--- src/rtl/lpt_ecr_pkg.sv ---
package lpt_ecr_pkg;

    localparam int BYTE_W  = 8;
    localparam int OFS_W   = 3;
    localparam int MODE_W  = 3;
    localparam int MID_W   = 3;

    typedef enum logic [MODE_W-1:0] {
        MODE_COMPAT   = 3'd0,
        MODE_BYTE     = 3'd1,
        MODE_PP_FIFO  = 3'd2,
        MODE_ECP_FIFO = 3'd3,
        MODE_EPP      = 3'd4,
        MODE_RSVD     = 3'd5,
        MODE_FIFOTEST = 3'd6,
        MODE_CONFIG   = 3'd7
    } ecr_mode_e;

    localparam logic [OFS_W-1:0] OFS_DATA = 3'd0;
    localparam logic [OFS_W-1:0] OFS_CFGB = 3'd1;
    localparam logic [OFS_W-1:0] OFS_CTRL = 3'd2;

    localparam logic [BYTE_W-1:0] UNMAPPED_READ = 8'hFF;

    // width field codes placed in bits 6:4 of the offset-0 configuration byte
    localparam logic [2:0] WCODE_16 = 3'd0;
    localparam logic [2:0] WCODE_8  = 3'd1;
    localparam logic [2:0] WCODE_32 = 3'd2;

    function automatic logic [BYTE_W-1:0] width_byte(input logic [2:0] code);
        return {1'b0, code, 4'b0000};
    endfunction

endpackage

--- src/rtl/lpt_ecr_fifo.sv ---
module lpt_ecr_fifo #(
    parameter int DEPTH = 2,
    parameter int DW    = 8
) (
    input  logic          clk,
    input  logic          rst_n,
    input  logic          flush,
    input  logic          push,
    input  logic          pop,
    input  logic [DW-1:0] din,
    output logic [DW-1:0] dout,
    output logic          empty,
    output logic          full
);

    localparam int PW = (DEPTH > 1) ? $clog2(DEPTH) : 1;
    localparam logic [PW:0] DEPTH_W = (PW+1)'(DEPTH);

    typedef struct packed {
        logic [DEPTH-1:0][DW-1:0] mem;
        logic [PW-1:0]            wptr;
        logic [PW-1:0]            rptr;
        logic                     empty;
        logic                     full;
    } fifo_state_t;

    fifo_state_t st_d, st_q;
    logic [PW:0] wnext, rnext;

    always_comb begin
        st_d  = st_q;
        wnext = {1'b0, st_q.wptr} + 1'b1;
        rnext = {1'b0, st_q.rptr} + 1'b1;
        if (flush) begin
            st_d.wptr  = '0;
            st_d.rptr  = '0;
            st_d.empty = 1'b1;
            st_d.full  = 1'b0;
        end else if (push) begin
            st_d.mem[st_q.wptr] = din;
            if (wnext == DEPTH_W) begin
                st_d.wptr  = '0;
                st_d.full  = 1'b1;
                st_d.empty = 1'b0;
            end else begin
                st_d.wptr  = wnext[PW-1:0];
                st_d.full  = 1'b0;
                st_d.empty = 1'b0;
            end
        end else if (pop) begin
            if (rnext == DEPTH_W) st_d.rptr = '0;
            else                  st_d.rptr = rnext[PW-1:0];
            if (st_d.rptr == st_q.wptr) begin
                st_d.empty = 1'b1;
                st_d.full  = 1'b0;
            end else begin
                st_d.empty = 1'b0;
                st_d.full  = 1'b0;
            end
        end
    end

    always_ff @(posedge clk or negedge rst_n) begin
        if (!rst_n) begin
            st_q       <= '0;
            st_q.empty <= 1'b1;
        end else begin
            st_q <= st_d;
        end
    end

    assign dout  = st_q.mem[st_q.rptr];
    assign empty = st_q.empty;
    assign full  = st_q.full;

    AST_FLAGS_EXCL: assert property (@(posedge clk) disable iff (!rst_n)
        !(empty && full));
    AST_FLUSH_EMPTIES: assert property (@(posedge clk) disable iff (!rst_n)
        flush |=> (empty && !full));
    AST_PUSH_NOT_EMPTY: assert property (@(posedge clk) disable iff (!rst_n)
        (push && !flush) |=> !empty);
    AST_POP_NOT_FULL: assert property (@(posedge clk) disable iff (!rst_n)
        (pop && !push && !flush) |=> !full);

endmodule

--- src/rtl/lpt_ecr_regs.sv ---
module lpt_ecr_regs
    import lpt_ecr_pkg::*;
#(
    parameter logic [2:0] CFGA_WCODE = WCODE_8
) (
    input  logic                 clk,
    input  logic                 rst_n,
    input  logic                 wr_en,
    input  logic [OFS_W-1:0]     addr,
    input  logic [BYTE_W-1:0]    wdata,
    output ecr_mode_e            mode,
    output logic [MID_W-1:0]     mid,
    output logic [BYTE_W-1:0]    cfga,
    output logic [BYTE_W-1:0]    cfgb,
    output logic                 flush_req,
    output logic                 push_req
);

    typedef struct packed {
        ecr_mode_e            mode;
        logic [MID_W-1:0]     mid;
        logic [BYTE_W-1:0]    cfga;
        logic [BYTE_W-1:0]    cfgb;
    } reg_state_t;

    reg_state_t st_d, st_q;
    logic       test_mode;

    always_comb begin
        st_d      = st_q;
        test_mode = (st_q.mode == MODE_FIFOTEST);
        flush_req = 1'b0;
        push_req  = 1'b0;
        if (wr_en) begin
            unique case (addr)
                OFS_DATA: begin
                    if (test_mode) push_req = 1'b1;
                    else           st_d.cfga = wdata;
                end
                OFS_CFGB: st_d.cfgb = wdata;
                OFS_CTRL: begin
                    flush_req = (wdata[7:5] != st_q.mode);
                    st_d.mode = ecr_mode_e'(wdata[7:5]);
                    st_d.mid  = wdata[4:2];
                end
                default: ;
            endcase
        end
    end

    always_ff @(posedge clk or negedge rst_n) begin
        if (!rst_n) begin
            st_q.mode <= MODE_COMPAT;
            st_q.mid  <= '0;
            st_q.cfga <= width_byte(CFGA_WCODE);
            st_q.cfgb <= '0;
        end else begin
            st_q <= st_d;
        end
    end

    assign mode = st_q.mode;
    assign mid  = st_q.mid;
    assign cfga = st_q.cfga;
    assign cfgb = st_q.cfgb;

    AST_MODE_LOADED: assert property (@(posedge clk) disable iff (!rst_n)
        (wr_en && addr == OFS_CTRL) |=> (mode == $past(wdata[7:5])));
    AST_CFGA_HELD_IN_TEST: assert property (@(posedge clk) disable iff (!rst_n)
        (wr_en && addr == OFS_DATA && mode == MODE_FIFOTEST) |=> $stable(cfga));

endmodule

--- src/rtl/lpt_ecr_bank.sv ---
module lpt_ecr_bank
    import lpt_ecr_pkg::*;
#(
    parameter int         FIFO_DEPTH = 2,
    parameter logic [2:0] CFGA_WCODE = WCODE_8
) (
    input  logic        clk,
    input  logic        rst_n,
    input  logic        wr_en,
    input  logic        rd_en,
    input  logic [2:0]  addr,
    input  logic [7:0]  wdata,
    output logic [7:0]  rdata,
    output logic        fifo_empty,
    output logic        fifo_full,
    output logic [2:0]  mode
);

    ecr_mode_e          cur_mode;
    logic [MID_W-1:0]   mid;
    logic [BYTE_W-1:0]  cfga, cfgb, fifo_dout;
    logic               flush_req, push_req, pop_req;
    logic               in_test;

    lpt_ecr_regs #(.CFGA_WCODE(CFGA_WCODE)) u_regs (
        .clk       (clk),
        .rst_n     (rst_n),
        .wr_en     (wr_en),
        .addr      (addr),
        .wdata     (wdata),
        .mode      (cur_mode),
        .mid       (mid),
        .cfga      (cfga),
        .cfgb      (cfgb),
        .flush_req (flush_req),
        .push_req  (push_req)
    );

    assign in_test = (cur_mode == MODE_FIFOTEST);
    assign pop_req = rd_en && !wr_en && (addr == OFS_DATA) && in_test;

    lpt_ecr_fifo #(.DEPTH(FIFO_DEPTH), .DW(BYTE_W)) u_fifo (
        .clk   (clk),
        .rst_n (rst_n),
        .flush (flush_req),
        .push  (push_req),
        .pop   (pop_req),
        .din   (wdata),
        .dout  (fifo_dout),
        .empty (fifo_empty),
        .full  (fifo_full)
    );

    always_comb begin
        unique case (addr)
            OFS_DATA: rdata = in_test ? fifo_dout : cfga;
            OFS_CFGB: rdata = cfgb;
            OFS_CTRL: rdata = {cur_mode, mid, fifo_full, fifo_empty};
            default:  rdata = UNMAPPED_READ;
        endcase
    end

    assign mode = cur_mode;

    AST_SAME_MODE_KEEPS_FLAGS: assert property (@(posedge clk) disable iff (!rst_n)
        (wr_en && addr == OFS_CTRL && wdata[7:5] == mode)
        |=> ($stable(fifo_empty) && $stable(fifo_full)));
    AST_UNMAPPED_WRITE_IGNORED: assert property (@(posedge clk) disable iff (!rst_n)
        (wr_en && addr > OFS_CTRL)
        |=> ($stable(mode) && $stable(cfgb) && $stable(cfga) && $stable(fifo_empty)));
    AST_CFGB_WRITTEN: assert property (@(posedge clk) disable iff (!rst_n)
        (wr_en && addr == OFS_CFGB) |=> (cfgb == $past(wdata)));

endmodule

--- config.mk ---
export PLATFORM = sky130hd
export DESIGN_NAME = lpt_ecr_bank
export DESIGN_NICKNAME = d
export VERILOG_FILES = /design/src/rtl/lpt_ecr_pkg.sv /design/src/rtl/lpt_ecr_fifo.sv /design/src/rtl/lpt_ecr_regs.sv /design/src/rtl/lpt_ecr_bank.sv
export SDC_FILE = /design/constraint.sdc
export NUM_CORES = 1
export LEC_CHECK = 0
export BUFFER_PORTS_ARGS = -buffer_cell sky130_fd_sc_hd__buf_2
export CELL_PAD_IN_SITES_DETAIL_PLACEMENT = 0
export CELL_PAD_IN_SITES_GLOBAL_PLACEMENT = 1
export CORE_ASPECT_RATIO = 0.6
export CORE_MARGIN = 4
export CORE_UTILIZATION = 46
export DETAILED_ROUTE_END_ITERATION = 10
export GPL_TIMING_DRIVEN = 0
export HOLD_SLACK_MARGIN = 0.03
export PLACE_DENSITY_LB_ADDON = 0.25
export SYNTH_ARGS = -nofsm -noshare
export SYNTH_HDL_FRONTEND = slang
export SYNTH_SLANG_ARGS = --single-unit
--- constraint.sdc ---
create_clock -name clk -period 2.2 [get_ports clk]
set_clock_uncertainty 0.15 [all_clocks]
set_input_delay 0 -clock clk [delete_from_list [all_inputs] [get_ports clk]]
set_output_delay 0 -clock clk [all_outputs]
set_load 0.1 [all_outputs]
==> summary.txt, run 1 <==
CTS
  – Clock latency on the worst-skew pair: 0.29 ns
  – Count of clock tree sinks: 42
  – H-tree level count: 2
  – Largest buffer count on any clock path: 2
  – Clock root cell: clkbuf_8
  – Clock transition at the registers of the reported paths: 0.08 ns
  – CTS tree: built
  – Clock buffer count from CTS: 5

Floorplanning
  – Ports: 28
  – Overall die area: 5650 µm²
  – Initial standard-cell utilization of the core: 48.9%
  – Count of standard-cell rows: 18
  – Overall die height: 59.8 µm
  – Die boundary width: 94.4 µm
  – Core outline area: 4210 µm²

Worst setup path
  – CP peak stage delay: 0.44 ns
  – Crit. Startpoint: u_regs.mode[0]$_DFFE_PN0P_
  – Worst EP required: 2.05 ns
  – Sequence of cells on the critical path: and3b_2 -> buf_12 -> mux2i_1 -> a21oi_1 -> or2_2 -> buf_4
  – Element type at the critical path start: flip-flop
  – Arrival time at the worst endpoint: 1.99 ns
  – Setup crit end kind: primary output
  – Crit path max fanout: 10
  – Critical R2R Capture: u_fifo.st_q[6]$_DFFE_PN0P_
  – Classification of the worst setup path: flip-flop to primary output
  – Endpoint of the most critical setup path: rdata[6]
  – Depth of the most critical reg-to-reg path: 5
  – CP max-delay cell: dfrtp_2
  – Worst reg2reg setup slack: 0.23 ns
  – Crit Reg-Reg Startpoint: u_regs.mode[0]$_DFFE_PN0P_

Min path
  – Path class of the lowest-slack min-delay path: primary input to flip-flop

Timing
  – Post-route minimum period: 2.14 ns
  – Final setup violation count: 0
  – Final hold violation count: 0
  – Fmax achieved: 0.468 GHz
  – Final TNS setup: 0 ns
  – Max-slew violations: 0
  – RSZ-0062 raised after global routing: false
  – Part of the cycle the worst path needs: 97.1%
  – Actual slew at the worst max-slew pin: 0.949 ns
  – Worst max-slew margin expressed relative to the limit: 36.8%

Run
  – Number of max-capacitance violations reported: 0

Finish
  – Layout cell share with drive strength beyond 1: 54.2%
  – Count of nets after finishing: 215
  – Diodes inserted: 0
  – Signed area change from the synthesized netlist to the final layout: 24.2%

Logic synthesis
  – Fraction of registers with async set/reset: 100%
  – Library cell occupying the most area in the post-synthesis netlist: dfrtp_1
  – Proportion of netlist area held by the largest area contributor: 48.6%
  – Count of different cell masters after synthesis: 29
  – Most area-consuming cells after synthesis: dfrtp_1 49%, mux2_2 26%, mux2i_1 3.9%
  – Gate count of the mapped netlist: 154
  – Commonest cells in the synthesized netlist: 47 x mux2_2, 40 x dfrtp_1, 8 x a21oi_1, 8 x mux2i_1, 8 x o22ai_1
  – Yosys warning total: 0
  – Post-synth design cell area: 2060 µm²
  – Most frequently used cell type in the post-synthesis netlist: mux2_2
  – Synthesis-stage register bit count: 42
  – Number of synthesized flops with an enable pin: 0
  – Share of the yosys chip area belonging to registers: 51.1%
  – Post-Synthesis Net Count: 169
  – Average cell area after synthesis: 13.4 µm²
  – Prevailing post-synth register cell: dfrtp_1

Route
  – Post-detailed-route wirelength per cell: 19.0 µm
  – TritonRoute pass-1 iters: 4
  – Total via count in the routed design: 1399
  – Detailed Route Iter0 Violations: 63
  – Post-route antenna net violation count: 0
  – Detailed-route DRC error count: 0
  – Total Routed Length: 4960 µm
  – Vias/cell: 5.36

Power
  – Leakage power summed over all cells: 1.16 nW
  – Worst vdd rail ir drop: 503 µV
  – Power per cell area: 906 nW/µm²
  – Overall power consumption: 2.32 mW

Global routing
  – Overflow after GRT: 0
  – GRT Util Overall: 19.4%
  – Maximum number of pins on one net before global-route repair: 43
  – Wire length of the first global-routing pass: 7990 µm
  – Via count of the first global-routing pass: 1537
  – Antenna violations before repair: 0

Placement
  – Count of buffers inserted at the top-level ports: 27
  – Placer's final routability congestion estimate: 0.767

Status
  – Result of the run: complete, no violations
-- cell families (layout without fill, tap and decap cells) --
family | count (synthesis) | count (layout) | synth area share (%)
compound gates | 20 | 20 | 5.83
xor+xnor | 5 | 5 | 2.12
buf+inv | 7 | 54 | 2.37
mux | 55 | 55 | 29.6
flops | 42 | 42 | 51.1
simple gates | 25 | 25 | 8.99
-- metrics by stage --
stage                     std cells  utilization, %  setup slack, ns  cell area (µm²)  hold WS, ns
after floorplan                 154               -           0.0119             2060       -0.446
after global placement          241            54.0            0.230             2270      0.00754
after detailed placement        241            54.0            0.197             2270       0.0456
after CTS                       260            59.9           0.0123             2520       0.0819
after global routing            261            60.8          0.00923             2560        0.109
final                           261            60.8           0.0643             2560       0.0948
-- critical path: cells and delay by family (launching register included) --
kind,cells,cell delay [ns]
DFF,1,0.44
muxes,1,0.19
and+or+nand+nor,2,0.59
AOI/OAI and AO/OA,1,0.07
buffers and inverters,2,0.39
-- timing repair --
item	in CTS	in global routing
hold endpoints to repair	80	0
pin swaps	0	0
resized for setup	10	8
setup buffers	0	1
hold buffers	11	0
endpoints found under the setup margin	8	7
-- registers in the layout, indices dropped and copies added (netlist names) --
| register | count |
|---|---|
| u_regs.cfga | 8 |
| u_regs.mode | 3 |
| u_fifo.full | 1 |
| u_regs.cfgb | 8 |
| u_regs.mid | 3 |
| u_fifo.empty | 1 |
| u_fifo.st_q | 18 |
-- power by group --
part	total [mW]	switching, mW	internal (mW)
clock network	0.577	0.260	0.317
registers	1.01	0.0905	0.920
logic	0.733	0.447	0.286
-- metal layers --
metal	global-route usage [%]	vias to the layer above	part of all wire (%)
met5	0	-	0
met4	6.58	0	1.1
met3	4.65	7	3.5
met2	32.0	26	49
met1	25.5	716	46
li1	-	650	-
-- cell type report --
class	count	area (µm²)
multi-input cells	105	962
plain buffers	7	60.1
fillers	350	1650
repair buffers	39	295
clock buffers	8	110
well taps	60	75.1
flip-flops and latches	42	1060
-- cells in the final DEF (no fill, tap or decap), types with 2 or more instances in the layout --
| cell type | synthesis | final |
|---|---|---|
| mux2_2 | 47 | 47 |
| dfrtp_1 | 40 | 37 |
| buf_2 | 3 | 21 |
| dlygate4sd3_1 | 0 | 11 |
| o22ai_1 | 8 | 8 |
| a21oi_1 | 8 | 8 |
| clkbuf_8 | 0 | 8 |
| mux2i_1 | 8 | 7 |
| buf_6 | 2 | 7 |
| or2_2 | 7 | 7 |
| buf_4 | 1 | 5 |
| xor2_1 | 5 | 5 |
| nor2_1 | 4 | 4 |
| nand2b_1 | 3 | 3 |
| dfrtp_2 | 0 | 3 |
| dfstp_2 | 2 | 2 |
-- how the worst min path moves through the flow --
stage,end,slack (ns),cells past startpoint,start
6_report,u_fifo.empty$_DFFE_PN1P_,0.09,4,addr[0]
2_1_floorplan,u_fifo.full$_DFFE_PN0P_,-0.45,0,rst_n
5_1_grt,u_fifo.empty$_DFFE_PN1P_,0.11,4,addr[1]
3_3_place_gp,u_regs.cfga[3]$_DFFE_PN0P_,0.008,1,rst_n
4_1_cts,u_fifo.empty$_DFFE_PN1P_,0.08,4,addr[1]
3_5_place_dp,u_regs.cfgb[3]$_DFFE_PN0P_,0.05,1,rst_n
No activity file was read; power rests on OpenSTA's default activity.
==> run 2: changes to the inputs <==
- clock period: 2.2 -> 2.3 ns (I/O delays scaled with it)
==> run 2 against run 1 <==
Against the previous run: register-to-register slack improved by 0.05 ns; combinational power is 8.5% lower; hold slack better by 0.0013 ns.
==> summary.txt, run 2 (synthesis results as in run 1) <==
Timing
  – RSZ-0062 raised after global routing: false
  – Final hold violation count: 0
  – Final TNS setup: 0 ns
  – Actual slew at the worst max-slew pin: 0.947 ns
  – Post-route minimum period: 2.24 ns
  – Fmax achieved: 0.446 GHz
  – Max-slew violations: 0
  – Worst max-slew margin expressed relative to the limit: 36.9%
  – Final setup violation count: 0
  – Worst setup margin: 0.0568 ns
  – Final Hold Slack: 0.0962 ns
  – Part of the cycle the worst path needs: 97.5%

Finish
  – Leading cell type in the layout, fill and taps excluded: mux2_2
  – Commonest cells after routing, fill and taps aside: 47 x mux2_2, 37 x dfrtp_1, 24 x buf_2
  – Reg with most FFs: u_fifo.st_q
  – Layout cell share with drive strength beyond 1: 53.5%
  – Diodes inserted: 0
  – Count of nets after finishing: 214
  – Flip-flop count of the largest register after layout: 18
  – Regs by FF count: u_fifo.st_q x18, u_regs.cfga x8, u_regs.cfgb x8
  – Signed area change from the synthesized netlist to the final layout: 21.8%
  – Final Util: 59.6%

Power
  – Leakage power summed over all cells: 1.14 nW
  – Worst vdd rail ir drop: 487 µV
  – Power per cell area: 871 nW/µm²
  – Overall power consumption: 2.19 mW

Global routing
  – Maximum number of pins on one net before global-route repair: 43
  – Antenna violations before repair: 0
  – Overflow after GRT: 0
  – GRT Util Overall: 19.3%
  – Wire length of the first global-routing pass: 7970 µm
  – Via count of the first global-routing pass: 1534

Floorplanning
  – Ports: 28
  – Overall die height: 59.8 µm
  – Overall die area: 5650 µm²
  – Die boundary width: 94.4 µm
  – Initial standard-cell utilization of the core: 48.9%
  – Core outline area: 4210 µm²
  – Count of standard-cell rows: 18

Worst setup path
  – Sum of buffers and inverters on the critical path: 2
  – Worst EP required: 2.15 ns
  – Setup crit end kind: primary output
  – Arrival time at the worst endpoint: 2.09 ns
  – Sequence of cells on the critical path: and3b_2 -> buf_6 -> mux2i_1 -> a21oi_1 -> or2_2 -> buf_2
  – Classification of the worst setup path: flip-flop to primary output
  – CP max-delay cell: dfrtp_2
  – Category of cells accounting for the largest share of critical-path delay: simple AND/OR/NAND/NOR gates
  – Element type at the critical path start: flip-flop
  – Crit path max fanout: 10
  – CP peak stage delay: 0.44 ns

CTS
  – H-tree level count: 2
  – Clock root cell: clkbuf_8
  – Clock buffer count from CTS: 5
  – Count of clock tree sinks: 42
  – CTS tree: built
  – Clock latency on the worst-skew pair: 0.29 ns
  – Clock transition at the registers of the reported paths: 0.08 ns
  – Largest buffer count on any clock path: 2

Status
  – Result of the run: complete, no violations

Placement
  – Placer's final routability congestion estimate: 0.767
  – Count of buffers inserted at the top-level ports: 27
  – Pre-CTS setup slack: 0.297 ns

Route
  – Total via count in the routed design: 1405
  – TritonRoute pass-1 iters: 4
  – Post-detailed-route wirelength per cell: 18.7 µm
  – Detailed Route Iter0 Violations: 48
  – Post-route antenna net violation count: 0
  – Total Routed Length: 4870 µm
  – Detailed-route DRC error count: 0
  – Vias/cell: 5.40

Min path
  – Path class of the lowest-slack min-delay path: primary input to flip-flop

Run
  – Number of max-capacitance violations reported: 0
run 2: cell types whose count changed in the layout (fill, tap and decap cells not counted), sizes merged:
cell	before	now
buf	34	32
clkbuf	9	10
run 2: where the power goes:
group | internal, mW | switching (mW) | leakage, nW | total, mW
clock | 0.303 | 0.247 | 0.0575 | 0.551
combinational | 0.251 | 0.420 | 0.549 | 0.671
sequential | 0.880 | 0.0847 | 0.531 | 0.965
total | 1.43 | 0.752 | 1.14 | 2.19
run 2: routing by layer:
layer	global-route usage [%]	wire length, µm	vias up
li1	-	-	651
met1	25.4	2250	720
met2	31.9	2390	29
met3	4.65	199	5
met4	6.58	42	0
met5	0	0	-
run 2: path summary, 6_finish.rpt:
| check | startpoint | end | slack [ns] | cells after the start |
|---|---|---|---|---|
| setup reg to reg | u_regs.mode[0]$_DFFE_PN0P_ | u_fifo.st_q[6]$_DFFE_PN0P_ | 0.28 | 5 |
| hold reg to reg | u_fifo.st_q[4]$_DFFE_PN0P_ | u_fifo.st_q[4]$_DFFE_PN0P_ | 0.36 | 1 |
| setup / recovery | u_regs.mode[0]$_DFFE_PN0P_ | rdata[2] | 0.06 | 6 |
| min in group asynchronous | rst_n | u_fifo.st_q[15]$_DFFE_PN0P_ | 0.24 | 2 |
| max in group asynchronous | rst_n | u_regs.mode[1]$_DFFE_PN0P_ | 1.11 | 2 |
| hold / removal | addr[0] | u_fifo.empty$_DFFE_PN1P_ | 0.1 | 4 |
run 2: through the flow:
step / std cells / area, µm²
2_1_floorplan: 154 / 2060
6_report: 260 / 2510
3_5_place_dp: 241 / 2270
5_1_grt: 260 / 2510
3_3_place_gp: 241 / 2270
4_1_cts: 260 / 2490
run 2: worst register-to-register path, stage by stage, from the launching register on:
cell and delay, ns:
dfrtp_2 0.44, and3b_2 0.28, buf_6 0.19, nand2_2 0.13
nor2_4 0.32, mux2_2 0.39
run 2: repair_timing:
action                                  in CTS  in global routing
hold buffers                                11                  0
endpoints found under the setup margin       0                  7
setup buffers                                0                  0
resized for setup                            0                 11
endpoints found under the hold margin       80                  0
run 2: final cells by class:
type | instances | area [µm²]
timing repair buffer | 38 | 258
tap | 60 | 75.1
fill | 356 | 1700
sequential | 42 | 1060
multi-input combinational | 105 | 958
clock buffer | 8 | 110
buffer | 7 | 51.3
